## src/rtl/rtry_pkg.sv

```systemverilog
// Shared types for the retrying bus command sequencer.
// Assumes a two-bit response code on the downstream response channel.
package rtry_pkg;

    typedef enum logic [1:0] {
        SEQ_IDLE    = 2'b00,
        SEQ_ISSUE   = 2'b01,
        SEQ_BACKOFF = 2'b10
    } seq_state_t;

    localparam logic [1:0] RSP_ACK   = 2'b00;
    localparam logic [1:0] RSP_RETRY = 2'b01;
    localparam logic [1:0] RSP_ERROR = 2'b10;

    // True for any code that ends a transaction with an error
    function automatic logic code_is_error(input logic [1:0] code);
        return (code != RSP_ACK) && (code != RSP_RETRY);
    endfunction

endpackage

```

## src/rtl/backoff_lfsr.sv

```systemverilog
// Free-running Fibonacci shift register for backoff draws.
// Shifts left; the new bit 0 is the parity of the state under TAP_MASK.
// Assumes SEED is nonzero and TAP_MASK is primitive, so zero is never reached.
module backoff_lfsr #(
    parameter int             LFSR_W   = 16,
    parameter logic [LFSR_W-1:0] SEED     = 16'hACE1,
    parameter logic [LFSR_W-1:0] TAP_MASK = 16'hB400
) (
    input  logic              clk,
    input  logic              rst_n,
    output logic [LFSR_W-1:0] state
);

    logic [LFSR_W-1:0] state_q;
    logic              feedback;

    // Feedback bit from the tapped positions
    always_comb feedback = ^(state_q & TAP_MASK);

    // Advance every cycle out of reset
    always_ff @(posedge clk) begin
        if (!rst_n) state_q <= SEED;
        else        state_q <= {state_q[LFSR_W-2:0], feedback};
    end

    assign state = state_q;

endmodule

```

## src/rtl/backoff_timer.sv

```systemverilog
// Down-counter that times one backoff wait.
// A load of N makes expire high in the Nth cycle after the load edge.
// Assumes load_val is at least 1.
module backoff_timer #(
    parameter int CNT_W = 6
) (
    input  logic             clk,
    input  logic             rst_n,
    input  logic             load,
    input  logic [CNT_W-1:0] load_val,
    output logic             expire
);

    logic [CNT_W-1:0] cnt_q;

    // Load on a retry, then count down to zero
    always_ff @(posedge clk) begin
        if (!rst_n)             cnt_q <= '0;
        else if (load)          cnt_q <= load_val;
        else if (cnt_q != '0)   cnt_q <= cnt_q - 1'b1;
    end

    // Last cycle of the wait
    always_comb expire = (cnt_q == CNT_W'(1));

endmodule

```

## src/rtl/req_hold.sv

```systemverilog
// Holding register for the command fields of the outstanding transaction.
// Captures on the accept strobe and holds until the next one, so the
// fields (byte selects included) survive every retry unchanged.
module req_hold #(
    parameter int ADDR_W = 32,
    parameter int DATA_W = 32,
    parameter int SEL_W  = DATA_W / 8
) (
    input  logic              clk,
    input  logic              rst_n,
    input  logic              capture,
    input  logic [ADDR_W-1:0] in_adr,
    input  logic              in_virt,
    input  logic              in_we,
    input  logic [SEL_W-1:0]  in_sel,
    input  logic [DATA_W-1:0] in_wdat,
    output logic [ADDR_W-1:0] out_adr,
    output logic              out_virt,
    output logic              out_we,
    output logic [SEL_W-1:0]  out_sel,
    output logic [DATA_W-1:0] out_wdat
);

    // Capture the request fields at acceptance only
    always_ff @(posedge clk) begin
        if (!rst_n) begin
            out_adr  <= '0;
            out_virt <= 1'b0;
            out_we   <= 1'b0;
            out_sel  <= '0;
            out_wdat <= '0;
        end else if (capture) begin
            out_adr  <= in_adr;
            out_virt <= in_virt;
            out_we   <= in_we;
            out_sel  <= in_sel;
            out_wdat <= in_wdat;
        end
    end

endmodule

```

## src/rtl/retry_master.sv

```systemverilog
// Bus-master command sequencer with randomized retry backoff.
// Takes one upstream request at a time and presents it as a command
// until the slave answers. A retry waits 1..2**WAIT_BITS cycles (random) or
// exactly 2**WAIT_BITS cycles (FIXED_WAIT=1) and then reissues the command.
// Assumes the slave responds only while cmd_vld is high; other responses
// are ignored.
module retry_master
    import rtry_pkg::*;
#(
    parameter int             ADDR_W     = 32,
    parameter int             DATA_W     = 32,
    parameter int             SEL_W      = DATA_W / 8,
    parameter int             WAIT_BITS  = 5,
    parameter int             LFSR_W     = 16,
    parameter logic [LFSR_W-1:0] LFSR_SEED = 16'hACE1,
    parameter logic [LFSR_W-1:0] LFSR_TAPS = 16'hB400,
    parameter bit             FIXED_WAIT = 1'b0
) (
    input  logic              clk,
    input  logic              rst_n,
    input  logic              up_req,
    output logic              up_rdy,
    input  logic [ADDR_W-1:0] up_adr,
    input  logic              up_virt,
    input  logic              up_we,
    input  logic [SEL_W-1:0]  up_sel,
    input  logic [DATA_W-1:0] up_wdat,
    output logic              up_done,
    output logic              up_err,
    output logic [DATA_W-1:0] up_rdat,
    output logic              cmd_vld,
    output logic [ADDR_W-1:0] cmd_adr,
    output logic              cmd_virt,
    output logic              cmd_we,
    output logic [SEL_W-1:0]  cmd_sel,
    output logic [DATA_W-1:0] cmd_wdat,
    input  logic              rsp_vld,
    input  logic [1:0]        rsp_code,
    input  logic [DATA_W-1:0] rsp_rdat
);

    localparam int MAX_WAIT = 1 << WAIT_BITS;
    localparam int CNT_W    = WAIT_BITS + 1;

    seq_state_t        st_q, st_nxt;
    logic              capture;
    logic              wait_load;
    logic              finish;
    logic              wait_expire;
    logic [CNT_W-1:0]  wait_val;
    logic [LFSR_W-1:0] lfsr_val;
    logic              done_q, err_q;
    logic [DATA_W-1:0] rdat_q;

    backoff_lfsr #(
        .LFSR_W   (LFSR_W),
        .SEED     (LFSR_SEED),
        .TAP_MASK (LFSR_TAPS)
    ) u_lfsr (
        .clk   (clk),
        .rst_n (rst_n),
        .state (lfsr_val)
    );

    // Wait length: fixed maximum or a draw from the generator's low bits
    generate
        if (FIXED_WAIT) begin : g_fixed_wait
            assign wait_val = CNT_W'(MAX_WAIT);
        end else begin : g_random_wait
            assign wait_val = {1'b0, lfsr_val[WAIT_BITS-1:0]} + CNT_W'(1);
        end
    endgenerate

    backoff_timer #(
        .CNT_W (CNT_W)
    ) u_timer (
        .clk      (clk),
        .rst_n    (rst_n),
        .load     (wait_load),
        .load_val (wait_val),
        .expire   (wait_expire)
    );

    req_hold #(
        .ADDR_W (ADDR_W),
        .DATA_W (DATA_W),
        .SEL_W  (SEL_W)
    ) u_hold (
        .clk      (clk),
        .rst_n    (rst_n),
        .capture  (capture),
        .in_adr   (up_adr),
        .in_virt  (up_virt),
        .in_we    (up_we),
        .in_sel   (up_sel),
        .in_wdat  (up_wdat),
        .out_adr  (cmd_adr),
        .out_virt (cmd_virt),
        .out_we   (cmd_we),
        .out_sel  (cmd_sel),
        .out_wdat (cmd_wdat)
    );

    // Sequencer next-state and strobe decode
    always_comb begin
        st_nxt    = st_q;
        capture   = 1'b0;
        wait_load = 1'b0;
        finish    = 1'b0;
        unique case (st_q)
            SEQ_IDLE: begin
                if (up_req) begin
                    capture = 1'b1;
                    st_nxt  = SEQ_ISSUE;
                end
            end
            SEQ_ISSUE: begin
                if (rsp_vld) begin
                    if (rsp_code == RSP_RETRY) begin
                        wait_load = 1'b1;
                        st_nxt    = SEQ_BACKOFF;
                    end else begin
                        finish = 1'b1;
                        st_nxt = SEQ_IDLE;
                    end
                end
            end
            SEQ_BACKOFF: begin
                if (wait_expire) st_nxt = SEQ_ISSUE;
            end
            default: st_nxt = SEQ_IDLE;
        endcase
    end

    // Sequencer state register
    always_ff @(posedge clk) begin
        if (!rst_n) st_q <= SEQ_IDLE;
        else        st_q <= st_nxt;
    end

    // Completion pulse, error flag and read data toward upstream
    always_ff @(posedge clk) begin
        if (!rst_n) begin
            done_q <= 1'b0;
            err_q  <= 1'b0;
            rdat_q <= '0;
        end else begin
            done_q <= finish;
            err_q  <= finish && code_is_error(rsp_code);
            if (finish) rdat_q <= rsp_rdat;
        end
    end

    assign up_rdy  = (st_q == SEQ_IDLE);
    assign cmd_vld = (st_q == SEQ_ISSUE);
    assign up_done = done_q;
    assign up_err  = err_q;
    assign up_rdat = rdat_q;

endmodule

```

## config.mk

```make
export PLATFORM = sky130hd
export DESIGN_NAME = retry_master
export DESIGN_NICKNAME = d
export VERILOG_FILES = /design/src/rtl/rtry_pkg.sv /design/src/rtl/backoff_lfsr.sv /design/src/rtl/backoff_timer.sv /design/src/rtl/req_hold.sv /design/src/rtl/retry_master.sv
export SDC_FILE = /design/constraint.sdc
export NUM_CORES = 1
export LEC_CHECK = 0
export ABC_AREA = 1
export BUFFER_PORTS_ARGS = -buffer_cell sky130_fd_sc_hd__buf_2
export CORE_MARGIN = 2
export CORE_UTILIZATION = 46
export CTS_CLUSTER_DIAMETER = 60
export DETAILED_ROUTE_END_ITERATION = 16
export GPL_TIMING_DRIVEN = 0
export MAX_ROUTING_LAYER = met4
export PLACE_DENSITY_LB_ADDON = 0.12
export SLEW_MARGIN = 20
export SYNTH_ARGS = -nofsm -noshare
export SYNTH_HDL_FRONTEND = slang
export SYNTH_SLANG_ARGS = --single-unit
```

## constraint.sdc

```tcl
create_clock -name clk -period 1.5 [get_ports clk]
set_input_delay 0.3 -clock clk [delete_from_list [all_inputs] [get_ports clk]]
set_output_delay 0.3 -clock clk [all_outputs]
set_load 0.02 [all_outputs]
```

==> metrics.csv <==
stage,metric,value,unit
outcome,status,"complete, no violations",
layout,area_delta_synth_final,41.99,%
power,internal_power,7.245,mW
sta,setup_viol,0,
power,power.density,1553,nW/um^2
critical_path,path_depth,3,
place,place_area,5881,sq um
yosys,synth.area.top_cells,"dfxtp_1 (55%), nor2_1 (18%), o21ai_0 (9.8%)",
critical_path,worstSetupStartpoint,st_q[0],
sta,maxSlewHeadroom,68.05,%
critical_path,worstPathMaxFanout,4,
critical_path,startpoint_type,register,
critical_path,path_buf_inv,2,
sta,period_minus_slack,1445,ps
critical_path,r2r_end,u_hold.out_wdat[0],
clock_network,cts.sinks,128,
critical_path,endpoint_kind,output port,
critical_path,arrival,1150,ps
route,routed_wl,12.75,mm
route,drc_errors,0,
yosys,synth_seq_cells,128,
layout,nets,948,
flow_run,maxCapViolCount,0,
route,vias,4623,
yosys,synth-async-reset-ratio,0,%
route,vias_per_cell,4.717,
yosys,synth_common_cells,"nor2_1 (220), dfxtp_1 (128), o21ai_0 (91)",
yosys,yosysMostFrequentCell,nor2_1,
grt,grt_first_pass_wirelength,20.81,mm
clock_network,cts_inserted_buffers,17,
critical_path,cp-endpoint,cmd_vld,
place,place_ws,61.09,ps
floorplanning,die_h,104.5,microns
route,firstDrtPassIters,5,
power,ir_drop,0.6846,mV
yosys,synth-edff-count,0,
sta,skew,6.142,ps
critical_path,critPathMaxStageDelay,370,ps
clock_network,cts_tree,built,
power,switching_share,29.33,%
place,place.gp.congestion,0.8441,
sta,rsz0062_at_grt,false,
critical_path,crit_required,1200,ps
critical_path,crit_chain,inv_2 > nor2_4 > buf_6,
layout,drive_above_1_share,34.00,%
floorplanning,core_area,9774,sq um
power,p_switching,3.006,mW
floorplanning,io_pins,214,
layout,nFillCells,848,
power,p_clk_share,38.1,%
grt,grt_usage,24.45,%
yosys,syn_area,4648,sq um
clock_network,clk_latency,500,ps
yosys,ys_seq_area_share,55.13,%
sta,setup-tns-final,0,ps
power,power_leakage,3.378,nW
yosys,ys.flop_type,dfxtp_1,
yosys,yosysTopAreaCell,dfxtp_1,
yosys,synth.distinct_cells,26,
floorplanning,dieArea,10920,sq um
grt,antenna_found_initial,0,
clock_network,htreeDepth,4,
clock_network,cts_root_buf,clkbuf_8,
critical_path,reg2reg_from,st_q[1],
sta,slew_viol_final,0,
route,drt-initial-drc-count,262,
sta,max_freq,691.9,MHz
layout,final_cell_area,6600,sq um
yosys,synth_top_area_share,55.13,%
layout,num_antenna_cells,0,
critical_path,slowest_stage,dfxtp_4,
floorplanning,start_util,47.56,%
sta,period_share,96.35,%
critical_path,critical-path-top-delay-family,flip-flops,
route,ant_nets,0,
yosys,synth_area_per_cell,7.865,sq um
sta,hold_ws,24.35,ps
grt,overflow,0,
sta,finalHoldViolCount,0,
sta,worstMarginPinSlew,479.2,ps
yosys,ys_warn_count,0,
clock_network,clk_pin_slew_worst_paths,60,ps
critical_path,r2r_slack,110,ps
yosys,syn-instance-count,591,
min_path,hold_class,in -> reg,
power,p_comb_share,22.6,%
yosys,syn_nets,703,
route,wl_per_cell,13.01,microns
power,p_seq_share,39.3,%
place,place_hpwl,9.291,mm
clock_network,cts_buffer_depth,2,
floorplanning,die_w,104.5,microns
sta,finalWorstSetupSlack,54.80,ps
critical_path,path_class,reg -> out,
grt,grt_pass1_vias,4449,
floorplanning,fp-row-count,36,
critical_path,worst-r2r-cell-count,7,
grt,grt_max_degree,17,
place,io_buffers,213,
-- area by class of cell --
class | count | area (sq um) | area share (%)
clock inverter | 5 | 77.57 | 1.175
timing repair buffer | 226 | 1197 | 18.14
multi-input combinational | 404 | 1814 | 27.49
clock buffer | 25 | 494.2 | 7.488
tap | 133 | 166.4 | 2.521
buffer | 33 | 181.4 | 2.749
sequential | 128 | 2567 | 38.90
inverter | 26 | 101.3 | 1.536
-- metal layers --
layer	global-route usage (%)	share of wire, %	vias up
li1	-	-	2360
met1	28.48	44	2095
met2	41.18	49	158
met3	5.952	5.8	10
met4	8.494	1.1	0
met5	-	0	-
-- cells by family (layout without fill, tap and decap cells) --
| group | after synthesis | in the layout | share of synthesized area [%] |
|---|---|---|---|
| AOI/OAI and AO/OA | 113 | 113 | 12.22 |
| xor gates and xnor gates | 5 | 5 | 0.9423 |
| adders and majority gates | 4 | 4 | 1.077 |
| buffers and inverters | 59 | 315 | 5.949 |
| DFF | 128 | 128 | 55.13 |
| and+or+nand+nor | 282 | 282 | 24.68 |
-- timing repair --
action,in CTS,in global routing
hold buffers,10,0
buffers inserted,3,0
pin swaps,2,1
cloned,0,0
setup endpoints to repair,2,21
gates resized for setup,7,11
endpoints found under the hold margin,10,0
-- worst min path at each step --
stage	startpoint	to	cells past startpoint
final	rsp_rdat[2]	up_rdat[2]	3
after global routing	rsp_rdat[28]	up_rdat[28]	3
after CTS	rsp_rdat[0]	up_rdat[0]	3
after detailed placement	u_lfsr.state[14]	u_lfsr.state[15]	1
after global placement	u_lfsr.state[14]	u_lfsr.state[15]	1
after floorplan	u_lfsr.state[11]	u_lfsr.state[12]	2
-- power groups by stage --
| stage | combinational [mW] | sequential (mW) | clock, mW |
|---|---|---|---|
| after floorplan | 1.15 | 4.43 | 0 |
| after global placement | 2.19 | 4.07 | 0 |
| after detailed placement | 2.25 | 4.09 | 0 |
| after CTS | 2.32 | 4.02 | 3.99 |
| after global routing | 2.60 | 4.07 | 4.13 |
| final | 2.32 | 4.03 | 3.91 |
-- tightest hold or removal path, cell delays in order --
cell and delay (ps):
buf_2 80, nor2_1 30, nor2_1 80
-- cells in the final DEF (no fill, tap or decap), drive strengths merged --
| master | instances |
|---|---|
| clkinvlp | 1 |
| o21bai | 1 |
| and2 | 1 |
| buf | 230 |
| nand3 | 12 |
| dfxtp | 128 |
| xnor2 | 2 |
| nor3 | 1 |
| bufinv | 2 |
| or2 | 8 |
| ha | 4 |
| xor2 | 3 |
| clkinv | 3 |
| clkbuf | 44 |
| nand2 | 33 |
| dlygate4sd3 | 10 |
| inv | 25 |
| o21ai | 107 |
| a21oi | 5 |
| nor2 | 227 |
-- flip-flops by register name, summed over array words and instances (netlist names) --
register and flops:
u_lfsr.state 16, u_hold.out_sel 4, up_err 1, u_hold.out_adr 32, up_rdat 32, u_hold.out_virt 1
u_hold.out_we 1, u_hold.out_wdat 32, u_timer.cnt_q 6, st_q 2, up_done 1
-- through the flow --
| stage | power, mW | utilization (%) | cells |
|---|---|---|---|
| 6_report | 10.25 | 67.52 | 980 |
| 3_5_place_dp | 6.335 | 60.16 | 937 |
| 5_1_grt | 10.81 | 67.52 | 980 |
| 4_1_cts | 10.33 | 67.43 | 980 |
| 2_1_floorplan | 5.584 | - | 591 |
| 3_3_place_gp | 6.261 | 60.16 | 937 |
(Power assumes the default switching activity.)
